===== config.mk =====
export PLATFORM = sky130hd
export DESIGN_NAME = fieldAddSubUnit
export DESIGN_NICKNAME = d
export VERILOG_FILES = /design/src/rtl/fasPkg.sv /design/src/rtl/fasCtrl.sv /design/src/rtl/fasDatapath.sv /design/src/rtl/fieldAddSubUnit.sv
export SDC_FILE = /design/constraint.sdc
export NUM_CORES = 1
export LEC_CHECK = 0
export BUFFER_PORTS_ARGS = -buffer_cell sky130_fd_sc_hd__buf_2
export CAP_MARGIN = 20
export CORE_MARGIN = 1.5
export CORE_UTILIZATION = 52
export DETAILED_ROUTE_END_ITERATION = 8
export PLACE_DENSITY = 0.74
export REMOVE_ABC_BUFFERS = 1
export SYNTH_ARGS = -nofsm -noshare
export SYNTH_HDL_FRONTEND = slang
export SYNTH_SLANG_ARGS = --single-unit
export TNS_END_PERCENT = 5

===== constraint.sdc =====
create_clock -name clk -period 15.98 [get_ports clk]
set_input_delay 1.598 -clock clk [delete_from_list [all_inputs] [get_ports clk]]
set_output_delay 1.598 -clock clk [all_outputs]
set_load 0.02 [all_outputs]

===== src/rtl/fasPkg.sv =====
package fasPkg;
  localparam int FIELD_BITS = 192;
  localparam logic [FIELD_BITS-1:0] PRIME = ~(FIELD_BITS'(1) << 64);

  typedef struct packed {
    logic load;       // capture operands and operation
    logic runFirst;   // first pass: x = a, y = b
    logic runSecond;  // second pass: x = raw, y = prime
    logic firstWord;  // word index is zero: use initial carry
  } fasStrobe_t;
endpackage


===== src/rtl/fasCtrl.sv =====
module fasCtrl
  import fasPkg::*;
#(
  parameter int NUM_WORDS = 6,
  localparam int IDX_W = (NUM_WORDS > 1) ? $clog2(NUM_WORDS) : 1
) (
  input  logic             clk,
  input  logic             rstN,
  input  logic             start,
  output fasStrobe_t       ctl,
  output logic [IDX_W-1:0] wordIdx,
  output logic             done,
  output logic             busy
);
  typedef enum logic [1:0] {
    ST_IDLE   = 2'd0,
    ST_FIRST  = 2'd1,
    ST_SECOND = 2'd2,
    ST_FINISH = 2'd3
  } fasState_t;

  localparam logic [IDX_W-1:0] LAST_IDX = IDX_W'(NUM_WORDS - 1);

  fasState_t state, stateNext;
  logic [IDX_W-1:0] idxNext;
  logic lastWord;

  assign lastWord = (wordIdx == LAST_IDX);

  always_comb begin
    stateNext = state;
    idxNext   = wordIdx;
    unique case (state)
      ST_IDLE: begin
        idxNext = '0;
        if (start) stateNext = ST_FIRST;
      end
      ST_FIRST: begin
        if (lastWord) begin
          stateNext = ST_SECOND;
          idxNext   = '0;
        end else begin
          idxNext = wordIdx + IDX_W'(1);
        end
      end
      ST_SECOND: begin
        if (lastWord) begin
          stateNext = ST_FINISH;
          idxNext   = '0;
        end else begin
          idxNext = wordIdx + IDX_W'(1);
        end
      end
      ST_FINISH: stateNext = ST_IDLE;
      default:   stateNext = ST_IDLE;
    endcase
  end

  always_ff @(posedge clk) begin
    if (!rstN) begin
      state   <= ST_IDLE;
      wordIdx <= '0;
    end else begin
      state   <= stateNext;
      wordIdx <= idxNext;
    end
  end

  always_comb begin
    ctl.load      = (state == ST_IDLE) && start;
    ctl.runFirst  = (state == ST_FIRST);
    ctl.runSecond = (state == ST_SECOND);
    ctl.firstWord = (wordIdx == '0);
  end

  assign done = (state == ST_FINISH);
  assign busy = (state != ST_IDLE);
endmodule


===== src/rtl/fasDatapath.sv =====
module fasDatapath
  import fasPkg::*;
#(
  parameter int WORD_W = 32,
  localparam int NUM_WORDS = FIELD_BITS / WORD_W,
  localparam int IDX_W = (NUM_WORDS > 1) ? $clog2(NUM_WORDS) : 1
) (
  input  logic                  clk,
  input  logic                  rstN,
  input  fasStrobe_t            ctl,
  input  logic [IDX_W-1:0]      wordIdx,
  input  logic                  opSub,
  input  logic [FIELD_BITS-1:0] opA,
  input  logic [FIELD_BITS-1:0] opB,
  output logic [FIELD_BITS-1:0] result
);
  logic [WORD_W-1:0] aMem [NUM_WORDS];
  logic [WORD_W-1:0] bMem [NUM_WORDS];
  logic [WORD_W-1:0] rawMem [NUM_WORDS];   // first-pass value
  logic [WORD_W-1:0] adjMem [NUM_WORDS];   // second-pass value

  logic subReg;
  logic carry;
  logic firstCarry;

  logic [WORD_W-1:0] xWord, yWord, pWord, sumWord;
  logic invertY, carryIn, carryOut;
  logic useRaw;

  assign pWord   = PRIME[int'(wordIdx)*WORD_W +: WORD_W];
  assign xWord   = ctl.runSecond ? rawMem[wordIdx] : aMem[wordIdx];
  assign yWord   = ctl.runSecond ? pWord : bMem[wordIdx];
  assign invertY = ctl.runSecond ? ~subReg : subReg;
  assign carryIn = ctl.firstWord ? invertY : carry;
  assign {carryOut, sumWord} = {1'b0, xWord} + {1'b0, yWord ^ {WORD_W{invertY}}}
                               + (WORD_W+1)'(carryIn);

  always_ff @(posedge clk) begin
    if (!rstN) begin
      subReg     <= 1'b0;
      carry      <= 1'b0;
      firstCarry <= 1'b0;
      for (int i = 0; i < NUM_WORDS; i++) begin
        aMem[i]   <= '0;
        bMem[i]   <= '0;
        rawMem[i] <= '0;
        adjMem[i] <= '0;
      end
    end else begin
      if (ctl.load) begin
        subReg <= opSub;
        for (int i = 0; i < NUM_WORDS; i++) begin
          aMem[i] <= opA[i*WORD_W +: WORD_W];
          bMem[i] <= opB[i*WORD_W +: WORD_W];
        end
      end
      if (ctl.runFirst) begin
        rawMem[wordIdx] <= sumWord;
        carry           <= carryOut;
      end
      if (ctl.runSecond) begin
        adjMem[wordIdx] <= sumWord;
        carry           <= carryOut;
        if (ctl.firstWord) firstCarry <= carry;
      end
    end
  end

  // Add: raw kept when no overflow and raw - p borrowed.
  // Subtract: raw kept when first pass did not borrow.
  assign useRaw = subReg ? firstCarry : ~(firstCarry | carry);

  for (genvar g = 0; g < NUM_WORDS; g++) begin : g_resultWord
    assign result[g*WORD_W +: WORD_W] = useRaw ? rawMem[g] : adjMem[g];
  end
endmodule


===== src/rtl/fieldAddSubUnit.sv =====
module fieldAddSubUnit
  import fasPkg::*;
#(
  parameter int WORD_W = 32
) (
  input  logic                  clk,
  input  logic                  rstN,
  input  logic                  start,
  input  logic                  opSub,
  input  logic [FIELD_BITS-1:0] opA,
  input  logic [FIELD_BITS-1:0] opB,
  output logic [FIELD_BITS-1:0] result,
  output logic                  done,
  output logic                  busy
);
  localparam int NUM_WORDS = FIELD_BITS / WORD_W;
  localparam int IDX_W = (NUM_WORDS > 1) ? $clog2(NUM_WORDS) : 1;

  fasStrobe_t       ctl;
  logic [IDX_W-1:0] wordIdx;

  fasCtrl #(.NUM_WORDS(NUM_WORDS)) ctrl_i (
    .clk(clk), .rstN(rstN), .start(start),
    .ctl(ctl), .wordIdx(wordIdx), .done(done), .busy(busy)
  );

  fasDatapath #(.WORD_W(WORD_W)) dp_i (
    .clk(clk), .rstN(rstN), .ctl(ctl), .wordIdx(wordIdx),
    .opSub(opSub), .opA(opA), .opB(opB), .result(result)
  );
endmodule


Word-level counts from Yosys, hierarchy flattened. Memory sizes are Yosys's and may differ from the RTL's. A register that Yosys moved wholly into a read port is not among the register bits. Index checks and enable logic that the tools add are counted.

$add $sub $neg: 3. Multiply operators: 0. Divide/modulo/power cells: 0. $lt $le $gt $ge: 0. Equality and inequality tests: 7. Shifts and indexed selects: 1. Muxes and demuxes: 53. Bitwise gates (word level): 16. Reductions and logical operators: 11.

Operators by type and width (number): $mux W32 (22); $shiftx A192 B9 Y32 const A (1); $reduce_or A32 Y1 (2); $add A32 B32 Y33 (1); $add A33 B1 Y33 (1); $xor A32 B32 Y32 (1); $mux W3 (9); $mux W1 (17); $or A1 B1 Y1 (13); $pmux W2 S4 (1); $mux W2 (3); $pmux W3 S2 (1); $reduce_bool A2 Y1 (3); $eq A2 B2 Y1 const B (2); $ne A2 B2 Y1 const B (2); $add A3 B1 Y3 const B (1); $eq A3 B3 Y1 const B (1); $logic_not A3 Y1 (1); $reduce_and A3 Y1 (1); $eq A2 B1 Y1 const B (1); $logic_not A2 Y1 (1); $ne A2 B1 Y1 const B (1); $not A1 Y1 (2); $reduce_and A2 Y1 (1); other kinds (2) (2).

Register bits after elaboration: 8. Latch bits: 0. Bits in writable memories: 768. Bits in read-only memories: 0. Input bits: 388. Output and inout port bits: 194. Word-level logic and storage cells: 100. Memories kept: 4.

Memories: dp_i.aMem (words 6, width 32, read ports 1, clocked after Yosys merged registers in 1, write ports 6, line fasDatapath.sv:17) `logic [WORD_W-1:0] aMem [NUM_WORDS];`; dp_i.adjMem (words 6, width 32, read ports 6, clocked after Yosys merged registers in 0, write ports 6, line fasDatapath.sv:20) `logic [WORD_W-1:0] adjMem [NUM_WORDS];`; dp_i.bMem (words 6, width 32, read ports 1, clocked after Yosys merged registers in 1, write ports 6, line fasDatapath.sv:18) `logic [WORD_W-1:0] bMem [NUM_WORDS];`; dp_i.rawMem (words 6, width 32, read ports 7, clocked after Yosys merged registers in 1, write ports 6, line fasDatapath.sv:19) `logic [WORD_W-1:0] rawMem [NUM_WORDS];`.

Depth between registers and ports, before layout.
Depth after elaboration: 7. Depth in mapped cells: 18. Gate-level depth less buffers: 13.

Hierarchy. From an unflattened synthesis, not the netlist that was laid out.

Cell total of the unflattened synthesis: 2787. Area total of the unflattened synthesis: 39877.0 um2.

Modules (own cells, without submodules): fasDatapath (times used 1, cells each 2748, area an instance 39525.4 um2, sequential area each 25044.0 um2); fasCtrl (times used 1, cells each 39, area an instance 351.6 um2, sequential area each 100.1 um2).

Worst setup path before layout. Ideal clock, no wire load.

Kind: input -> register. Start: in rstN. End: mem dp_i.aMem[0][0], enable pin. Library setup time: 2.809 ns. Arrival time: 8.274 ns. Data required time: 13.171 ns. Slack: 4.898 ns. Stages: 3. Path buffers: 2. Cells stage by stage: clkbuf_1 -> clkbuf_1 -> nand2_1.

RTL lines: start: declaration (line fieldAddSubUnit.sv:7) `input logic rstN,`; end: declaration (line fasDatapath.sv:17).

==> Flow_metrics.wiki <==
{| class="wikitable"
! Metric !! Value
|-
| Result of the run || finished clean
|-
| # nets final || 3769
|-
| Register share of total power || approximately 31%
|-
| DRC || 0
|-
| Antenna violations before repair || 2
|-
| Power density over the cells || 210 mW/mm^2
|-
| Internal Power || 5650 uW
|-
| Antenna-violating nets left || 0
|-
| Met1 wire length || about 44 mm
|-
| Instance area at placement || around 0.044 sq mm
|-
| Clock buffers created by TritonCTS || slightly below 90
|-
| DR WL/cell || roughly 27 um
|-
| Count of fill cells added during filler insertion || just under 6000
|-
| Element type at the critical path end || flop
|-
| Clock transition at the register clock pins on the worst setup and hold paths after CTS || ~60 ps
|-
| Weighted congestion at the end of routability-driven global placement || 0.970
|-
| Final hold viol count || 0
|-
| Cell types occupying the most area after synthesis || sky130_fd_sc_hd__edfxtp_1 61%, sky130_fd_sc_hd__mux4_2 8.8%, sky130_fd_sc_hd__mux2_2 6.2%, sky130_fd_sc_hd__and2_1 6.2%, sky130_fd_sc_hd__nor2_1 2.7%
|-
| Overflow after GRT || 0
|-
| Total area of multi-input combinational cells || ~0.015 sq mm
|-
| TritonRoute pass-1 iters || 6
|-
| X dimension of the die || ~280 um
|-
| Largest net degree at the start of global routing || between 200 and 300
|-
| Static leakage power || 0.0181 uW
|-
| Vias in the first global route || 26792
|-
| Switching pwr || around 4300 uW
|-
| Top flip-flop cell by instance count after synthesis || sky130_fd_sc_hd__edfxtp_1
|-
| Fraction of layout cells with a size suffix above 1 || ~36%
|-
| Cell-by-cell listing of the critical path || buf_4 > mux4_2 > mux4_2 > fa_1 > fa_1 > a211oi_1 > o21ai_2 > a21oi_4 > a21oi_1 > o211ai_1 > nor2_1
|-
| Final count of negative-setup-slack endpoints || 0
|-
| Clk Latency, worst-skew pair || 640 ps
|-
| Buffers inserted by post-CTS timing repair || 0
|-
| Via density || about 6.0
|-
| Maximum level of the CTS H-tree || 3
|-
| Number of enable flip-flop cells after synthesis || ~830
|-
| Startpoint kind of the worst setup timing path || flop
|-
| Cell variety after synth || 69
|-
| Top sig layer || met5
|-
| Fraction of post-synthesis cell area in the top cell type by area || between 60% and 70%
|-
| Time the worst path needs with I/O delays and setup || 6770 ps
|-
| End-of-flow core utilization || between 60% and 70%
|-
| Worst vdd ir || 171 uV
|-
| Critical Setup Path Class || reg2reg
|-
| Mean area per synthesized cell || about 14 sq um
|-
| IO Pins || 582
|-
| Detailed-route wire length || ~120 mm
|-
| Metal2 WL || between 50 and 60 mm
|-
| Global-route wire length before repair || ~170 mm
|-
| Area of the die || roughly 0.08 sq mm
|-
| Total power of the final layout || a little under 10000 uW
|-
| Worst hold slack || 537 ps
|-
| Worst Clk Skew || between 15 and 20 ps
|-
| Unrepaired setup endpoints after global routing || no
|-
| Tightest Pin Transition || between 1000 and 1500 ps
|-
| Area of the mapped netlist || roughly 0.04 sq mm
|-
| Worst min-delay path class || reg2reg
|-
| Final period util || a little over two fifths
|-
| Die span in y || around 280 um
|-
| Hold buffer count at cts || 0
|-
| Sum Neg Setup Slack || 0 ps
|-
| Number of warnings reported in the yosys synthesis log || 0
|-
| Area of the core || about 0.077 sq mm
|-
| Max Fanout on Critical Path || 48
|-
| Detailed route wirelength on metal3 || 12.3 mm
|-
| Global-route usage over all layers || between 20 and 30%
|-
| TritonCTS clock tree || done
|-
| Sequential share of the synthesized area || slightly above 60%
|-
| Number of sinks handled by clock tree synthesis || 843
|-
| DPL Wire Length || around 80 mm
|-
| Bufs on Longest Clock Path || 3
|-
| Number of gates resized after cts || 0
|-
| Number of vias in the routed layout || 26713
|-
| Worst path buffer plus inverter count || 1
|-
| Max-capacitance violation count || 0
|-
| Number of placement rows || between 100 and 150
|-
| Post-synthesis async set-or-reset flop share || 0%
|-
| Cell type contributing the most total cell area after synthesis || sky130_fd_sc_hd__edfxtp_1
|-
| Worst slew slack as a fraction of its limit || between 10% and 20%
|-
| Reg area || 0.0252 sq mm
|-
| Cell at the root of the clock tree || sky130_fd_sc_hd__clkbuf_16
|-
| Combinational fraction of design power || 48.7%
|-
| Fraction of power consumed by the clock network || roughly 20%
|-
| Sw frac || a little over two fifths
|-
| Peak per-stage delay on the critical path || 1000 ps
|-
| Area Growth Syn to Fin || 16.1%
|-
| CP max-delay cell || sky130_fd_sc_hd__dfxtp_4
|-
| Total non-filler cell area in the finished layout || ~0.047 sq mm
|-
| Yosys reg bits || between 800 and 900
|-
| Data arrival time of the critical path || 7090 ps
|-
| Initial drt markers || 2813
|-
| Gate Count Post-Synth || between 2000 and 3000
|-
| Kind of cell with the highest combined delay on the critical path || compound AO/OA/AOI/OAI gates
|-
| Data required time of the worst path || ~16000 ps
|-
| ANT cells || 0
|-
| PortBufs || 581
|-
| Initial Utilization || a little over half
|-
| Number of pins exceeding their max-slew limit in the final report || 0
|-
| Fmax || around 0.15 GHz
|}
state kept, by name (all words and copies together) (netlist names), named ones only:
signal           count
dp_i.rawMem        256
dp_i.adjMem        192
dp_i.bMem          192
dp_i.subReg          1
dp_i.firstCarry      1
ctrl_i.wordIdx       3
dp_i.carry           1
ctrl_i.state         2
dp_i.aMem          192
stage by stage:
| stage | std cells | worst slack, ps |
|---|---|---|
| 4_1_cts | 4445 | 9100 |
| 6_report | 4454 | 9210 |
| 5_1_grt | 4454 | 8790 |
| 3_5_place_dp | 4283 | 9140 |
| 2_1_floorplan | 2613 | 2350 |
| 3_3_place_gp | 4281 | 9250 |
worst register-to-register path, stage by stage (launching register included):
cell and delay (ps):
sky130_fd_sc_hd__dfxtp_4 1000, sky130_fd_sc_hd__buf_4 680, sky130_fd_sc_hd__mux4_2 650, sky130_fd_sc_hd__mux4_2 490, sky130_fd_sc_hd__fa_1 500, sky130_fd_sc_hd__fa_1 510, sky130_fd_sc_hd__a211oi_1 920, sky130_fd_sc_hd__o21ai_2 230
sky130_fd_sc_hd__a21oi_4 300, sky130_fd_sc_hd__a21oi_1 160, sky130_fd_sc_hd__o211ai_1 840, sky130_fd_sc_hd__nor2_1 170
power by group through the flow:
stage               clock network [uW]  registers, uW  logic [uW]
finish                            1980           3110        4820
global route                      2090           3150        5110
CTS                               2010           3110        4700
detailed placement                   0           3160        4670
global placement                     0           3130        4590
floorplan                            0           3250        3220
final cells by class:
cell class	count	area share, %
well taps	1040	2.75
flip-flops and latches	843	53.3
clock buffers	106	5.07
repair buffers	639	7.17
clock inverters	56	0.786
multi-input cells	1755	30.8
inverters	15	0.119
cells in the final DEF, fill, tap and decap left out, types with 11 or more instances in the layout:
| cell type | instances |
|---|---|
| sky130_fd_sc_hd__inv_1 | 15 |
| sky130_fd_sc_hd__and2_1 | 402 |
| sky130_fd_sc_hd__o21ai_1 | 30 |
| sky130_fd_sc_hd__clkinv_2 | 22 |
| sky130_fd_sc_hd__nand2_1 | 58 |
| sky130_fd_sc_hd__nor2_1 | 295 |
| sky130_fd_sc_hd__a21oi_1 | 70 |
| sky130_fd_sc_hd__clkbuf_1 | 11 |
| sky130_fd_sc_hd__nand3_1 | 16 |
| sky130_fd_sc_hd__nor3b_1 | 50 |
| sky130_fd_sc_hd__mux4_2 | 160 |
| sky130_fd_sc_hd__clkinv_1 | 23 |
| sky130_fd_sc_hd__a21o_1 | 12 |
| sky130_fd_sc_hd__edfxtp_1 | 832 |
| sky130_fd_sc_hd__clkbuf_16 | 93 |
| sky130_fd_sc_hd__o21ai_0 | 29 |
| sky130_fd_sc_hd__ha_1 | 35 |
| sky130_fd_sc_hd__xnor2_1 | 42 |
| sky130_fd_sc_hd__nor3_1 | 87 |
| sky130_fd_sc_hd__mux2_2 | 224 |
| sky130_fd_sc_hd__o21a_1 | 13 |
| sky130_fd_sc_hd__and3_1 | 15 |
| sky130_fd_sc_hd__nand4_1 | 17 |
| sky130_fd_sc_hd__buf_4 | 49 |
| sky130_fd_sc_hd__nand2_2 | 16 |
| sky130_fd_sc_hd__buf_2 | 582 |
| sky130_fd_sc_hd__mux2i_1 | 37 |
metal layers:
layer,up-vias,track usage (%)
li1,11659,-
met1,13331,38.1
met2,1478,49.2
met3,241,5.99
met4,4,11.5
met5,-,0
path summary, 6_finish.rpt:
path                        endpoint  slack, ps       startpoint  depth (start not counted)
setup reg to reg  dp_i.rawMem[5][22]       9210             flop                         11
setup / recovery  dp_i.rawMem[5][22]       9210             flop                         11
hold / removal       dp_i.firstCarry        540  dp_i.firstCarry                          2
hold reg to reg      dp_i.firstCarry        540  dp_i.firstCarry                          2
Yosys cell counts, types with 9 or more instances:
cell / number
sky130_fd_sc_hd__ha_1: 36
sky130_fd_sc_hd__edfxtp_1: 832
sky130_fd_sc_hd__and2_1: 402
sky130_fd_sc_hd__nand3_1: 19
sky130_fd_sc_hd__nand4_1: 17
sky130_fd_sc_hd__o21ai_1: 30
sky130_fd_sc_hd__nor4_1: 10
sky130_fd_sc_hd__inv_1: 15
sky130_fd_sc_hd__nor3_1: 87
sky130_fd_sc_hd__mux4_2: 160
sky130_fd_sc_hd__and3_1: 15
sky130_fd_sc_hd__o21a_1: 13
sky130_fd_sc_hd__a211o_1: 9
sky130_fd_sc_hd__a21oi_1: 71
sky130_fd_sc_hd__nand2_1: 75
sky130_fd_sc_hd__clkbuf_1: 152
sky130_fd_sc_hd__nor3b_2: 10
sky130_fd_sc_hd__a21o_1: 12
sky130_fd_sc_hd__o211ai_1: 10
sky130_fd_sc_hd__mux2i_1: 37
sky130_fd_sc_hd__dfxtp_1: 11
sky130_fd_sc_hd__mux2_2: 224
sky130_fd_sc_hd__nor3b_1: 50
sky130_fd_sc_hd__nor2_1: 298
sky130_fd_sc_hd__buf_2: 62
sky130_fd_sc_hd__o21ai_0: 29
sky130_fd_sc_hd__buf_4: 10
sky130_fd_sc_hd__xnor2_1: 42
kinds of logic after synthesis:
family / Yosys count / synth area share, %
compound gates: 227 / 3.78
xor+xnor: 48 / 1.03
fa+ha+maj: 38 / 1.20
buf+inv: 250 / 2.63
flops: 843 / 61.9
mux: 421 / 15.9
simple gates: 1021 / 13.5
No activity file was read; power rests on OpenSTA's default activity.
